**src/rtl/msixcap_pkg.sv**
```systemverilog
package msixcap_pkg;

    localparam int          CAP_BYTES = 12;
    localparam logic [7:0]  CAP_ID    = 8'h11;
    localparam logic [4:0]  CTRL_HI   = 5'd3;
    localparam int          SZ_W      = 11;

    typedef struct packed {
        logic en;
        logic fmask;
    } ctrl_t;

    typedef struct packed {
        logic       hit;
        logic [7:0] data;
    } hi_wr_t;

    // Byte of the capability image at a given offset.
    function automatic logic [7:0] image_byte(
        input logic [4:0]      ofs,
        input logic [7:0]      nxt,
        input logic [SZ_W-1:0] sz_m1,
        input logic [2:0]      bir,
        input ctrl_t           c
    );
        logic [7:0] b;
        case (ofs)
            5'd0:    b = CAP_ID;
            5'd1:    b = nxt;
            5'd2:    b = sz_m1[7:0];
            5'd3:    b = {c.en, c.fmask, 3'b000, sz_m1[10:8]};
            5'd4:    b = {5'b0, bir};
            5'd8:    b = {5'b0, bir};
            5'd9:    b = 8'h08;
            default: b = 8'h00;
        endcase
        return b;
    endfunction

endpackage

```
**src/rtl/msixcap_wr_decode.sv**
```systemverilog
module msixcap_wr_decode
    import msixcap_pkg::*;
#(
    parameter int LANES = 4
) (
    input  logic               wr,
    input  logic [3:0]         addr,
    input  logic [2:0]         len,
    input  logic [8*LANES-1:0] wdata,
    output hi_wr_t             hi
);
    logic [LANES-1:0] lane_hit;

    for (genvar i = 0; i < LANES; i++) begin : g_lane
        logic [4:0] tgt;
        assign tgt         = {1'b0, addr} + 5'(i);
        assign lane_hit[i] = wr && (3'(i) < len) && (tgt == CTRL_HI);
    end

    always_comb begin
        hi.hit  = |lane_hit;
        hi.data = 8'h00;
        for (int i = 0; i < LANES; i++) begin
            if (lane_hit[i]) hi.data = hi.data | wdata[8*i +: 8];
        end
    end
endmodule

```
**src/rtl/msixcap_ctrl_reg.sv**
```systemverilog
module msixcap_ctrl_reg
    import msixcap_pkg::*;
(
    input  logic   clk,
    input  logic   rst,
    input  hi_wr_t hi,
    output ctrl_t  ctrl,
    output logic   scan
);
    logic new_en, new_mask, lifts;

    assign new_en   = hi.data[7];
    assign new_mask = hi.data[6];
    assign lifts    = (!ctrl.en && new_en) || (ctrl.fmask && !new_mask);

    always_ff @(posedge clk) begin
        if (rst) begin
            ctrl <= '0;
            scan <= 1'b0;
        end else begin
            scan <= hi.hit && lifts;
            if (hi.hit) begin
                ctrl.en    <= new_en;
                ctrl.fmask <= new_mask;
            end
        end
    end
endmodule

```
**src/rtl/msixcap_rd_mux.sv**
```systemverilog
module msixcap_rd_mux
    import msixcap_pkg::*;
#(
    parameter int         LANES    = 4,
    parameter logic [7:0] NEXT_PTR = 8'h00,
    parameter int         SZ_M1    = 0,
    parameter int         BAR_IDX  = 0
) (
    input  logic [3:0]         addr,
    input  logic [2:0]         len,
    input  ctrl_t              ctrl,
    output logic [8*LANES-1:0] rdata
);
    localparam logic [SZ_W-1:0] SZ_F  = SZ_W'(SZ_M1);
    localparam logic [2:0]      BIR_F = 3'(BAR_IDX);

    for (genvar i = 0; i < LANES; i++) begin : g_lane
        logic [4:0] ofs;
        assign ofs = {1'b0, addr} + 5'(i);
        assign rdata[8*i +: 8] = (3'(i) < len)
            ? image_byte(ofs, NEXT_PTR, SZ_F, BIR_F, ctrl) : 8'h00;
    end
endmodule

```
**src/rtl/msixcap_cfg.sv**
```systemverilog
module msixcap_cfg
    import msixcap_pkg::*;
#(
    parameter int         MAX_VEC   = 2048,
    parameter int         VEC_COUNT = 8,
    parameter int         BAR_IDX   = 0,
    parameter logic [7:0] NEXT_PTR  = 8'h00
) (
    input  logic        clk,
    input  logic        rst,
    input  logic        cfg_wr,
    input  logic [3:0]  cfg_addr,
    input  logic [2:0]  cfg_len,
    input  logic [31:0] cfg_wdata,
    output logic [31:0] cfg_rdata,
    output logic        msix_en,
    output logic        func_mask,
    output logic [11:0] tbl_size,
    output logic        scan_req
);
    localparam int LANES = 4;
    localparam int SZ_M1 = VEC_COUNT - 1;

    if (BAR_IDX < 0 || BAR_IDX > 5) begin : g_bad_bar
        $error("msixcap_cfg: BAR_IDX out of range");
    end
    if (VEC_COUNT < 1 || VEC_COUNT > MAX_VEC || MAX_VEC > 2048) begin : g_bad_cnt
        $error("msixcap_cfg: VEC_COUNT out of range");
    end

    hi_wr_t hi;
    ctrl_t  ctrl;

    msixcap_wr_decode #(.LANES(LANES)) u_dec (
        .wr    (cfg_wr),
        .addr  (cfg_addr),
        .len   (cfg_len),
        .wdata (cfg_wdata),
        .hi    (hi)
    );

    msixcap_ctrl_reg u_ctrl (
        .clk  (clk),
        .rst  (rst),
        .hi   (hi),
        .ctrl (ctrl),
        .scan (scan_req)
    );

    msixcap_rd_mux #(
        .LANES    (LANES),
        .NEXT_PTR (NEXT_PTR),
        .SZ_M1    (SZ_M1),
        .BAR_IDX  (BAR_IDX)
    ) u_rd (
        .addr  (cfg_addr),
        .len   (cfg_len),
        .ctrl  (ctrl),
        .rdata (cfg_rdata)
    );

    assign msix_en   = ctrl.en;
    assign func_mask = ctrl.fmask;
    assign tbl_size  = 12'(VEC_COUNT);
endmodule

```
**config.mk**
```make
export PLATFORM = sky130hd
export DESIGN_NAME = msixcap_cfg
export DESIGN_NICKNAME = d
export VERILOG_FILES = /design/src/rtl/msixcap_pkg.sv /design/src/rtl/msixcap_wr_decode.sv /design/src/rtl/msixcap_ctrl_reg.sv /design/src/rtl/msixcap_rd_mux.sv /design/src/rtl/msixcap_cfg.sv
export SDC_FILE = /design/constraint.sdc
export NUM_CORES = 1
export LEC_CHECK = 0
export BUFFER_PORTS_ARGS = -buffer_cell sky130_fd_sc_hd__buf_2
export CORE_MARGIN = 10
export CORE_UTILIZATION = 40
export DETAILED_ROUTE_END_ITERATION = 10
export PLACE_DENSITY_LB_ADDON = 0.25
export SYNTH_ARGS = -nofsm -noshare
export SYNTH_HDL_FRONTEND = slang
export SYNTH_HIERARCHICAL = 1
export SYNTH_SLANG_ARGS = --single-unit
```
**constraint.sdc**
```tcl
create_clock -name clk -period 3.4 [get_ports clk]
set_input_delay 0.34 -clock clk [delete_from_list [all_inputs] [get_ports clk]]
set_output_delay 0.34 -clock clk [all_outputs]
set_load 0.02 [all_outputs]
```
==> reports/results.tsv <==
stage	metric	value	unit
placement	GP Congestion	0.795	
placement	hpwl dp	2.07	mm
finish	area grow syn2layout	20.9	%
floorplanning	Initial Util	42.0	%
floorplanning	DIE HEIGHT	65.4	µm
routing	Avg Vias per Cell	5.05	
finish	area taken by multi-input logic gates	622	µm²
cts	Num CTS Buffers	3	
pwr	Leak Pwr	0.527	nW
worst_setup_path	CP max stage delay	0.43	ns
global_routing	grt total ovfl	0	
cts	Hold Buf Count CTS	0	
sta	Tcrit/Tclk final	71.2	%
finish	layout cells sized above 1	37.2	%
global_routing	first-pass GRT wire length	4.23	mm
routing	Routed Antenna Nets	0	
sta	Setup violations, final	0	
global_routing	vias in the first global route	890	
routing	wire length per cell	14.0	µm
synth	Synth Area per Inst	7.11	µm²
worst_setup_path	CP endpoint kind	output pin	
cts	CTS-repair resized insts	0	
finish	number of diodes	0	
sta	post-layout min period	2.42	ns
worst_setup_path	CP max-delay cell	or3b_4	
cts	CTS root buf	clkbuf_4	
global_routing	initial antenna violation count	0	
cts	htree depth	1	
worst_setup_path	Worst Path Class, Setup	in -> out	
cts	CTS clock-pin slew for the worst setup and hold paths	0.04	ns
pwr	Max VDD drop	0.000108	V
floorplanning	row count	16	
worst_setup_path	critical-path cell list	buf_2, inv_1, ha_1, inv_1, or3b_4, a2111oi_4, buf_2	
routing	DRT Wirelength	2.56	mm
global_routing	pin count of the biggest net entering global routing	22	
pwr	Total Power Consumption	0.191	mW
cts	worst-skew pair later-pin latency	0.23	ns
synth	Synth Cell Area	825	µm²
floorplanning	Die X	65.4	µm
cts	TritonCTS clock tree	done	
pwr	Power Density	192	nW/µm²
placement	port bufs	48	
floorplanning	die area	4280	µm²
cts	Clock Sinks	3	
worst_setup_path	CP required	3.06	ns
worst_setup_path	Crit path max-delay family	buffers and inverters	
routing	Pre-antenna DRT Iters	4	
synth	Synth warnings	6	
sta	setup TNS	0	ns
floorplanning	core box area	1960	µm²
finish	final core occ	50.8	%
global_routing	Total GRT Usage	11.7	%
worst_setup_path	crit path max fanout	21	
worst_setup_path	CP startpoint kind	input port	
worst_hold_path	hold crit path type	in -> reg	
finish	Storage cell area	60.1	µm²
sta	endpoints failing hold	0	
routing	Starting DRT DRC Count	38	
finish	Post-layout nets	203	
worst_setup_path	Worst Path Buf+Inv	4	
sta	Max Fclk	413	MHz
cts	CTS max path bufs	2	
worst_setup_path	CP arrival	2.08	ns
synth	Synth Instances	116	
cts	total setup buffers inserted after CTS	0	
sta	RSZ-0062 raised after global routing	false	
status	outcome	completed	
placement	dpl cells	179	
run	Max Cap Viol	0	
floorplanning	IO Count	89	
sta	clock skew	0.00552	ns
routing	Remaining DRCs	0	
finish	fin cells	183	
sta	Slew Limit Fails	0	
routing	Vias	925	
finish	Fillers	207	
worst paths after layout:
kind / slack, ns / startpoint / end / cells past startpoint
setup reg to reg: 2.64 / u_ctrl/ctrl[0]$_SDFFE_PP0P_ / u_ctrl/ctrl[0]$_SDFFE_PP0P_ / 2
setup / recovery: 0.98 / cfg_addr[1] / cfg_rdata[20] / 7
hold reg to reg: 0.57 / u_ctrl/ctrl[0]$_SDFFE_PP0P_ / u_ctrl/scan$_SDFF_PP0_ / 2
hold / removal: 0.30 / rst / u_ctrl/ctrl[1]$_SDFFE_PP0P_ / 2
cells in the final DEF, fill, tap and decap left out, types with 2 or more instances in the layout:
cell / instances
mux2i_1: 2
nor3_1: 8
nor3_2: 2
and2_1: 5
clkbuf_4: 3
ha_1: 4
dfxtp_1: 3
a21oi_1: 4
conb_1: 16
nor2_1: 13
and4b_1: 2
inv_1: 4
nand2_1: 5
a22oi_1: 4
nand2b_1: 4
nand3_1: 2
or3_1: 3
nor4b_1: 2
o31ai_1: 2
buf_2: 48
nand4bb_1: 2
o21ai_0: 2
xor2_1: 2
layout make-up:
| class | instances | area share [%] |
|---|---|---|
| Multi-Input combinational cell | 97 | 62.4 |
| Timing Repair Buffer | 48 | 24.1 |
| Sequential cell | 3 | 6.02 |
| Tap cell | 27 | 3.39 |
| Clock buffer | 4 | 2.63 |
| Inverter | 4 | 1.51 |
registers in the layout (all words and copies together) (netlist names):
register     count
u_ctrl/ctrl      2
u_ctrl/scan      1
where the power goes:
part / internal, mW / total [mW] / switching (mW) / leakage, nW
registers: 0.0355 / 0.0358 / 0.000252 / 0.0242
logic: 0.0272 / 0.0925 / 0.0654 / 0.488
clock network: 0.0440 / 0.0632 / 0.0191 / 0.0150
total: 0.107 / 0.191 / 0.0847 / 0.527
through the flow:
| step | hold WS, ns | setup WS [ns] | cell area (µm²) |
|---|---|---|---|
| floorplan | 0.412 | 0.940 | 873 |
| global placement | 0.526 | 0.993 | 971 |
| detailed placement | 0.541 | 0.987 | 971 |
| CTS | 0.293 | 0.988 | 997 |
| global route | 0.312 | 0.862 | 997 |
| finish | 0.304 | 0.978 | 997 |
layer usage:
metal,vias to the layer above,routed length [µm],GRT usage [%]
met4,0,0,4.81
met1,424,976,12.6
met3,0,336,6.27
met2,47,1250,18.5
met5,-,0,0
li1,454,-,-
Note: power is estimated with default switching activity, not from simulation.
